### src/rtl/flag_update_unit.sv
module flag_update_unit #(
  parameter int W = 16
) (
  input  logic         clk,
  input  logic         rst_n,
  input  logic         op_valid,
  input  logic [W-1:0] op_result,
  input  logic         op_carry,
  input  logic         op_ovf,
  input  logic         op_sticky,
  input  logic [17:0]  op_modes,
  output logic [5:0]   flags_q,
  output logic         alu_carry_in,
  output logic         br_higher,
  output logic         br_lower_same,
  output logic         br_gt,
  output logic         br_le,
  output logic         br_ge,
  output logic         br_lt,
  output logic         br_eq,
  output logic         br_ne
);
  localparam int NF = 6;
  localparam int ZB = 0, NB = 1, CB = 2, VB = 3;

  logic [NF-1:0] raw, nxt;

  assign raw = {op_sticky, op_ovf, op_ovf, op_carry, op_result[W-1], ~|op_result};

  for (genvar f = 0; f < NF; f++) begin : g_flag
    logic [2:0] md;
    assign md = op_modes[3*f +: 3];
    always_comb begin
      case (md)
        3'b001:  nxt[f] = raw[f];
        3'b010:  nxt[f] = 1'b0;
        3'b011:  nxt[f] = 1'b1;
        3'b100:  nxt[f] = flags_q[f] | raw[f];
        3'b101:  nxt[f] = flags_q[f] & raw[f];
        default: nxt[f] = flags_q[f];
      endcase
    end
  end

  always_ff @(posedge clk or negedge rst_n) begin
    if (!rst_n)        flags_q <= '0;
    else if (op_valid) flags_q <= nxt;
  end

  assign alu_carry_in  = flags_q[CB];
  assign br_eq         = flags_q[ZB];
  assign br_ne         = ~flags_q[ZB];
  assign br_higher     = flags_q[CB] & ~flags_q[ZB];
  assign br_lower_same = ~br_higher;
  assign br_ge         = ~(flags_q[NB] ^ flags_q[VB]);
  assign br_lt         = ~br_ge;
  assign br_gt         = br_ge & ~flags_q[ZB];
  assign br_le         = ~br_gt;
endmodule

### config.mk
export PLATFORM = sky130hd
export DESIGN_NAME = flag_update_unit
export DESIGN_NICKNAME = d
export VERILOG_FILES = /design/src/rtl/flag_update_unit.sv
export SDC_FILE = /design/constraint.sdc
export NUM_CORES = 1
export LEC_CHECK = 0
export BUFFER_PORTS_ARGS = -buffer_cell sky130_fd_sc_hd__buf_2
export CAP_MARGIN = 40
export CORE_MARGIN = 4
export CORE_UTILIZATION = 35
export DETAILED_ROUTE_END_ITERATION = 6
export PLACE_DENSITY_LB_ADDON = 0.15
export SYNTH_ARGS = -nofsm -noshare
export SYNTH_HDL_FRONTEND = slang
export SYNTH_SLANG_ARGS = --single-unit
### constraint.sdc
create_clock -name clk -period 1.05 [get_ports clk]
set_input_delay 0.0525 -clock clk [delete_from_list [all_inputs] [get_ports clk]]
set_output_delay 0.0525 -clock clk [all_outputs]
set_load 0.05 [all_outputs]
==> flow_summary.yaml, run 1 <==
outcome:
  status: "finished with violations"
  failed_checks: "negative setup slack"
sta:
  whs_ns: 0.01781
  setup-tns-final_ns: -0.9478
  slew_headroom_pct: 80.82
  layout_setup_ws_ns: -0.2088
  finalHoldViolCount: 0
  min_period_over_period_pct: 119.9
  fmaxAchievable_mhz: 794.4
  slew_viol_final: 0
  clock_skew_ns: 0
  setup_viol: 9
  period_needed_ns: 1.259
  tightest_slew_ns: 0.2851
  rsz0062_at_grt: "yes"
synth:
  synth_top_area_share_pct: 26.73
  ys.warnings.count: 0
  syn_nets: 109
  synth-seq-cells: 6
  yosysSeqAreaShare_pct: 26.73
  synth_area_um2: 561.8
  synth_area_leader_cell: "dfrtp_1"
  ys_top_cells_by_area: "dfrtp_1 (27%), nand2b_1 (5.6%), o211a_1 (5.3%)"
  syn_inst: 69
  synth.avg_cell_area_um2: 8.142
  synth_cell_types: 24
cts:
  clkTransAtPathRegs_ns: 0.04
  cts_tree: "yes"
  htree_levels: 1
  clock-sinks: 6
  cts_inserted_buffers: 3
  clock_path_buffers: 2
  clk-insertion-delay-late_ns: 0.24
  cts_root_buf: "clkbuf_4"
cells_and_area:
  area_growth_pct: 81.07
  regArea_um2: 157.7
  fillers: 131
  n_antenna_cell: 0
  fin_area_um2: 1017
  top_register: "flags_q"
  post-route-util_pct: 67.52
  drive_above_1_share_pct: 60.16
  final_cell_mix: "buf_2 (44), buf_6 (7), dfrtp_2 (6), nand2_1 (5), o21ai_0 (5)"
  layout_commonest_cell: "buf_2"
  finalNonFillerCells: 144
  top_regs: "flags_q (6)"
  largest_reg_flops: 6
  multi_input_area_um2: 395.4
  fin_nets: 170
placed_design:
  port_buffers: 54
  gp_congestion: 0.6003
  placed_cells: 137
  postPlaceCellArea_um2: 880.8
  hpwl_um: 1409
die:
  rows: 14
  die_h_um: 48.07
  ios: 55
  core_area_um2: 1506
  dieArea_um2: 2310
  die_w_um: 48.07
  start_util_pct: 37.29
worst_setup_path:
  worst_setup_path_end_kind: "output pin"
  reg2regPathDepth: 5
  slowest_stage: "dfrtp_2"
  crit_arrival_ns: 1.21
  slowest_delay_ns: 0.43
  rr_startpoint: "flags_q[1]$_DFFE_PN0P_"
  critPathMaxFanout: 2
  cp-start-kind: "flip-flop"
  reg2reg_slack_ns: -0.06
  crit_type: "reg2out"
  crit_chain: "xor2_4 -> inv_2 -> nand2_4 -> clkinvlp_4 -> buf_6"
  cp.required_ns: 1.00
  r2r-end: "flags_q[1]$_DFFE_PN0P_"
hold_path:
  hp-class: "in2reg"
  hold_depth: 2
  min-delay-start: "op_modes[4]"
  hold_path_end: "flags_q[1]$_DFFE_PN0P_"
global_routing:
  grt_usage_pct: 15.21
  grt_pass1_wl_um: 2484
  antenna_found_initial: 0
  grt_max_degree: 19
  grt_pass1_vias: 692
  gr-total-overflow: 0
routing:
  drc: 0
  drtPass1Iterations: 3
  via_per_inst: 5.049
  drtAntennaViolNets: 0
  routed_wl_um: 1642
  drtIter0Drc: 8
  wl_per_cell_um: 11.40
  vias: 727
power_and_ir_drop:
  power.density_nw_per_um2: 1701
  p_leak_nw: 0.4977
  ir_drop_v: 0.001095
flow_run:
  maxCapViolCount: 0
## stage by stage
stage / power, mW / setup slack [ns]
after global placement: 1.303 / -0.07051
final: 1.731 / -0.2088
after global routing: 1.838 / -0.2736
after floorplan: 1.066 / -0.8923
after detailed placement: 1.318 / -0.07474
after CTS: 1.663 / -0.2248
## cell usage after synthesis, drive strengths merged
master,count
nand4,1
a311oi,2
a21oi,4
nor2,2
dfrtp,6
o21ai,6
nand3b,2
nor3b,4
a21boi,3
nor2b,3
inv,4
a2bb2oi,1
a211o,3
nand2b,5
nand2,7
o21a,2
xor2,1
buf,4
o211a,3
a22oi,1
nor4,4
o2bb2ai,1
## worst max-delay path by stage
| stage | end | cells past startpoint | slack, ns | from |
|---|---|---|---|---|
| detailed placement | br_gt | 5 | -0.07 | flags_q[3]$_DFFE_PN0P_ |
| floorplan | br_gt | 4 | -0.89 | flags_q[3]$_DFFE_PN0P_ |
| CTS | br_gt | 5 | -0.22 | flags_q[1]$_DFFE_PN0P_ |
| finish | br_gt | 5 | -0.21 | flags_q[1]$_DFFE_PN0P_ |
| global placement | br_gt | 5 | -0.07 | flags_q[3]$_DFFE_PN0P_ |
| global route | br_gt | 5 | -0.27 | flags_q[1]$_DFFE_PN0P_ |
## critical path, delay by kind of cell, from the launching register on
family	cells	cell delay [ns]
flops	1	0.43
simple gates	1	0.08
xor+xnor	1	0.17
buf+inv	3	0.27
## kinds of logic (layout without fill, tap and decap cells)
group / after synthesis / after routing / synth area share [%]
AOI/OAI and AO/OA: 26 / 26 / 33.19
xor gates and xnor gates: 1 / 1 / 1.559
buffers and inverters: 8 / 67 / 10.02
DFF: 6 / 6 / 26.73
and+or+nand+nor: 28 / 28 / 28.51
## metal layers
| metal | GRT usage, % | vias to the layer above | wire length, um |
|---|---|---|---|
| met5 | 0 | - | 0 |
| met4 | 3.226 | 0 | 0 |
| met3 | 5.639 | 0 | 128 |
| li1 | - | 372 | - |
| met2 | 29.55 | 23 | 956 |
| met1 | 15.09 | 332 | 557 |
## cell type report
type	count	share of cell area, %
clock buffers	3	2.214
inverters	4	2.214
multi-input cells	55	38.87
flip-flops and latches	6	15.50
well taps	16	1.968
repair buffers	60	39.24
## repair_timing
item | in CTS | in global routing
hold buffers | 1 | 0
gates cloned | 0 | 0
pin swaps | 1 | 0
buffers inserted | 1 | 2
endpoints found under the hold margin | 6 | 0
setup endpoints to repair | 10 | 12
resized for setup | 20 | 8
## report_power, final
| part | switching, mW | leakage (nW) | internal [mW] |
|---|---|---|---|
| clock | 0.0765 | 0.0138 | 0.129 |
| combinational | 0.727 | 0.417 | 0.461 |
| sequential | 0.0546 | 0.0671 | 0.282 |
Note: power is estimated with default switching activity, not from simulation.
==> inputs of run 2 (changes only) <==
Settings changed: CTS_BUF_LIST from default to sky130_fd_sc_hd__clkbuf_16.
==> run 2 against run 1 <==
  * The run still ends with negative setup slack left
  * Clock power grew to 2.9 times the previous value
  * Clock skew is the same
  * Utilization up 2.2 points
  * Sequential cell count did not move
  * Non-clock buffer count did not move
  * Sequential share of layout area shrank 0.50 points
  * Power increased by 21%
  * Design area increased by 3.3%
  * Sequential power about the same
  * Largest cell class is now multi-input gates
==> flow_summary.yaml, run 2 (synthesized netlist as in run 1, its figures left out) <==
sta:
  layout_setup_ws_ns: -0.1904
  clock_skew_ns: 0
  min_period_over_period_pct: 118.1
  rsz0062_at_grt: "yes"
  slew_viol_final: 0
  whs_ns: 0.03805
  period_needed_ns: 1.240
  slew_headroom_pct: 80.57
  finalHoldViolCount: 0
  setup_viol: 8
  tightest_slew_ns: 0.2888
  setup-tns-final_ns: -0.8099
  fmaxAchievable_mhz: 806.2
placed_design:
  postPlaceCellArea_um2: 880.8
  hpwl_um: 1409
  gp_congestion: 0.6003
  port_buffers: 54
global_routing:
  gr-total-overflow: 0
  grt_pass1_vias: 672
  grt_usage_pct: 15.13
  grt_max_degree: 19
  grt_pass1_wl_um: 2428
  antenna_found_initial: 0
cells_and_area:
  drive_above_1_share_pct: 60.16
  post-route-util_pct: 69.77
  fin_area_um2: 1051
  area_growth_pct: 87.08
  top_register: "flags_q"
  final_cell_mix: "buf_2 (44), buf_4 (8), dfrtp_2 (6), nand2_1 (5), o21ai_0 (5)"
  largest_reg_flops: 6
  fin_nets: 170
  top_regs: "flags_q (6)"
  layout_commonest_cell: "buf_2"
  n_antenna_cell: 0
hold_path:
  hold_path_end: "flags_q[1]$_DFFE_PN0P_"
  min-delay-start: "op_modes[4]"
  hold_depth: 2
  hp-class: "in2reg"
cts:
  cts_inserted_buffers: 3
  clk-insertion-delay-late_ns: 0.22
  clock_path_buffers: 2
  clkTransAtPathRegs_ns: 0.03
  htree_levels: 1
  cts_root_buf: "clkbuf_16"
  cts_tree: "yes"
  clock-sinks: 6
routing:
  drtAntennaViolNets: 0
  drtPass1Iterations: 4
  wl_per_cell_um: 11.67
  vias: 739
  via_per_inst: 5.132
  drtIter0Drc: 8
  routed_wl_um: 1680
  drc: 0
outcome:
  status: "finished with violations"
  failed_checks: "negative setup slack"
die:
  rows: 14
  die_w_um: 48.07
  ios: 55
  start_util_pct: 37.29
  die_h_um: 48.07
  core_area_um2: 1506
  dieArea_um2: 2310
worst_setup_path:
  rr_startpoint: "flags_q[1]$_DFFE_PN0P_"
  slowest_stage: "dfrtp_2"
  worst_setup_path_end_kind: "output pin"
  critPathMaxFanout: 2
  crit_arrival_ns: 1.19
  slowest_delay_ns: 0.43
  cp-start-kind: "flip-flop"
  crit_chain: "xor2_4 -> inv_2 -> nand2_4 -> clkinvlp_4 -> buf_6"
  reg2reg_slack_ns: -0.06
  reg2regPathDepth: 5
  crit_type: "reg2out"
  cp.required_ns: 1.00
  r2r-end: "flags_q[1]$_DFFE_PN0P_"
power_and_ir_drop:
  p_leak_nw: 0.5155
  power.density_nw_per_um2: 1999
  ir_drop_v: 0.001195
flow_run:
  maxCapViolCount: 0
==> run 2: changes by cell type in the layout (fill, tap and decap cells not counted) <==
cell,change
buf_8,-1
clkbuf_4,-3
buf_4,+4
buf_6,-3
clkbuf_16,+3
==> run 2: worst max-delay path by stage <==
stage | slack [ns] | start | to
final | -0.19 | flags_q[1]$_DFFE_PN0P_ | br_gt
after global routing | -0.24 | flags_q[1]$_DFFE_PN0P_ | br_gt
after CTS | -0.20 | flags_q[1]$_DFFE_PN0P_ | br_gt
after detailed placement | -0.07 | flags_q[3]$_DFFE_PN0P_ | br_gt
after global placement | -0.07 | flags_q[3]$_DFFE_PN0P_ | br_gt
after floorplan | -0.89 | flags_q[3]$_DFFE_PN0P_ | br_gt
==> run 2: per-layer routing <==
| layer | share of wire, % | GRT usage, % |
|---|---|---|
| met1 | 33 | 14.86 |
| met2 | 58 | 28.76 |
| met3 | 9.0 | 5.639 |
| met4 | 0 | 4.839 |
| met5 | 0 | 0 |
==> run 2: area by class of cell <==
type	instances	area [um2]
Tap cell	16	20.02
Clock buffer	3	75.07
Timing Repair Buffer	60	380.4
Fill cell	124	455.4
Multi-Input combinational cell	55	395.4
Inverter	4	22.52
Sequential cell	6	157.7
==> run 2: report_power, final <==
group / switching (mW) / total [mW] / internal, mW
registers: 0.0550 / 0.337 / 0.282
logic: 0.723 / 1.16 / 0.441
clock network: 0.113 / 0.600 / 0.487
==> run 2: through the flow <==
step                      worst slack, ns  cells  power (mW)
after floorplan                   -0.8923     69       1.066
after global placement           -0.07051    137       1.303
after detailed placement         -0.07474    137       1.318
after CTS                         -0.2009    142       2.042
after global routing              -0.2356    144       2.206
final                             -0.1904    144       2.101
==> run 2: what timing repair did <==
item / in CTS / in global routing
setup buffers: 1 / 2
resized for setup: 16 / 9
hold endpoints to repair: 6 / 0
endpoints found under the setup margin: 10 / 11
pin swaps: 1 / 1
hold buffers: 1 / 0
==> run 2: worst max-delay path, delay by kind of cell, from the launching register on <==
| family | cells | cell delay, ns |
|---|---|---|
| xor gates and xnor gates | 1 | 0.17 |
| buffers and inverters | 3 | 0.27 |
| DFF | 1 | 0.43 |
| and+or+nand+nor | 1 | 0.08 |
==> inputs of run 3 (changes only) <==
Settings changed: RECOVER_POWER from default to 100.
==> run 3 against run 2 <==
  * The run still ends with negative setup slack left
  * Setup slack about the same
  * Die area unchanged
  * Hold slack about the same
  * Non-clock buffer count unchanged
  * Largest power group unchanged
  * Sequential share of layout area about the same
  * Utilization decreased by 0.33 points
==> flow_summary.yaml, run 3 (synthesized netlist as in run 1, its figures left out) <==
cells_and_area:
  area_growth_pct: 86.19
  layout_commonest_cell: "buf_2"
  top_regs: "flags_q (6)"
  drive_above_1_share_pct: 58.59
  final_cell_mix: "buf_2 (41), buf_4 (7), nand2_1 (5), o21ai_0 (5), dfrtp_2 (5)"
  finalNonFillerCells: 144
  n_antenna_cell: 0
  fillers: 125
  top_register: "flags_q"
  fin_nets: 170
  largest_reg_flops: 6
routing:
  vias: 737
  via_per_inst: 5.118
  wl_per_cell_um: 11.67
  drc: 0
  drtIter0Drc: 8
  routed_wl_um: 1680
  drtPass1Iterations: 4
  drtAntennaViolNets: 0
global_routing:
  gr-total-overflow: 0
  grt_max_degree: 19
  antenna_found_initial: 0
  grt_pass1_vias: 672
  grt_pass1_wl_um: 2428
  grt_usage_pct: 15.13
die:
  dieArea_um2: 2310
  core_area_um2: 1506
  ios: 55
  die_w_um: 48.07
  die_h_um: 48.07
  rows: 14
  start_util_pct: 37.29
worst_setup_path:
  rr_startpoint: "flags_q[1]$_DFFE_PN0P_"
  cp.required_ns: 1.00
  crit_end: "br_gt"
  cp-start-kind: "flip-flop"
  critPathMaxFanout: 2
  crit_type: "reg2out"
  worst_setup_path_end_kind: "output pin"
  r2r-end: "flags_q[1]$_DFFE_PN0P_"
  crit_arrival_ns: 1.19
  reg2reg_slack_ns: -0.06
  reg2regPathDepth: 5
  critPathLaunch: "flags_q[1]$_DFFE_PN0P_"
power_and_ir_drop:
  power.density_nw_per_um2: 2004
  ir_drop_v: 0.001192
  p_leak_nw: 0.5131
sta:
  tightest_slew_ns: 0.3060
  clock_skew_ns: 0
  rsz0062_at_grt: "yes"
  period_needed_ns: 1.241
  layout_setup_ws_ns: -0.1905
  finalHoldViolCount: 0
  setup_viol: 8
  slew_viol_final: 0
  min_period_over_period_pct: 118.1
  slew_headroom_pct: 79.60
  fmaxAchievable_mhz: 806.1
  setup-tns-final_ns: -0.8133
hold_path:
  hp-class: "in2reg"
  hold_depth: 2
cts:
  clkTransAtPathRegs_ns: 0.03
  htree_levels: 1
  cts_tree: "yes"
  cts_inserted_buffers: 3
  clock_path_buffers: 2
  clock-sinks: 6
  clk-insertion-delay-late_ns: 0.22
  cts_root_buf: "clkbuf_16"
placed_design:
  gp_congestion: 0.6003
  hpwl_um: 1409
  placed_cells: 137
  port_buffers: 54
flow_run:
  maxCapViolCount: 0
outcome:
  status: "finished with violations"
  failed_checks: "negative setup slack"
[run 3: timing repair]
item | CTS | global route
hold endpoints to repair | 6 | 0
setup buffers | 1 | 2
hold buffers | 1 | 0
gates resized for setup | 16 | 9
setup endpoints to repair | 10 | 11
pin swaps | 1 | 1
gates cloned | 0 | 0
[run 3: cell type report]
cell class	count	area, um2	area share [%]
inverters	4	22.52	2.153
clock buffers	3	75.07	7.177
multi-input cells	55	395.4	37.80
well taps	16	20.02	1.914
repair buffers	60	376.6	36.00
flip-flops and latches	6	156.4	14.95
[run 3: power breakdown]
part | internal (mW) | total (mW) | leakage (nW) | switching, mW
Combinational | 0.437 | 1.16 | 0.408 | 0.723
Sequential | 0.281 | 0.337 | 0.0683 | 0.0555
Clock | 0.487 | 0.600 | 0.0370 | 0.113
Total | 1.20 | 2.10 | 0.513 | 0.891
[run 3: per-stage QoR]
step	hold slack [ns]	util, %	worst slack (ns)	instance area [um2]	total power, mW
final	0.03799	69.44	-0.1905	1046	2.096
after global routing	0.04652	69.44	-0.2356	1046	2.200
after CTS	0.03651	67.44	-0.2009	1016	2.042
after detailed placement	-0.1178	58.47	-0.07474	880.8	1.318
after global placement	-0.1153	58.47	-0.07051	880.8	1.303
after floorplan	-0.2431	-	-0.8923	616.8	1.066
[run 3: critical path: stages (launching register included)]
cell,delay [ns]
dfrtp_2,0.43
xor2_4,0.17
inv_2,0.06
nand2_4,0.08
clkinvlp_4,0.07
buf_6,0.14
[run 3: worst min path at each step]
stage | startpoint | to | slack (ns)
6_report | op_modes[4] | flags_q[1]$_DFFE_PN0P_ | 0.04
5_1_grt | op_modes[13] | flags_q[4]$_DFFE_PN0P_ | 0.05
4_1_cts | op_modes[4] | flags_q[1]$_DFFE_PN0P_ | 0.04
3_5_place_dp | rst_n | flags_q[1]$_DFFE_PN0P_ | -0.12
3_3_place_gp | rst_n | flags_q[4]$_DFFE_PN0P_ | -0.12
2_1_floorplan | rst_n | flags_q[0]$_DFFE_PN0P_ | -0.24
[run 3: layer usage]
| metal | GRT usage, % | vias up | wire length, um |
|---|---|---|---|
| met5 | 0 | - | 0 |
| met4 | 4.839 | 0 | 0 |
| met3 | 5.639 | 0 | 152 |
| met2 | 28.76 | 27 | 978 |
| met1 | 14.86 | 336 | 549 |
| li1 | - | 374 | - |
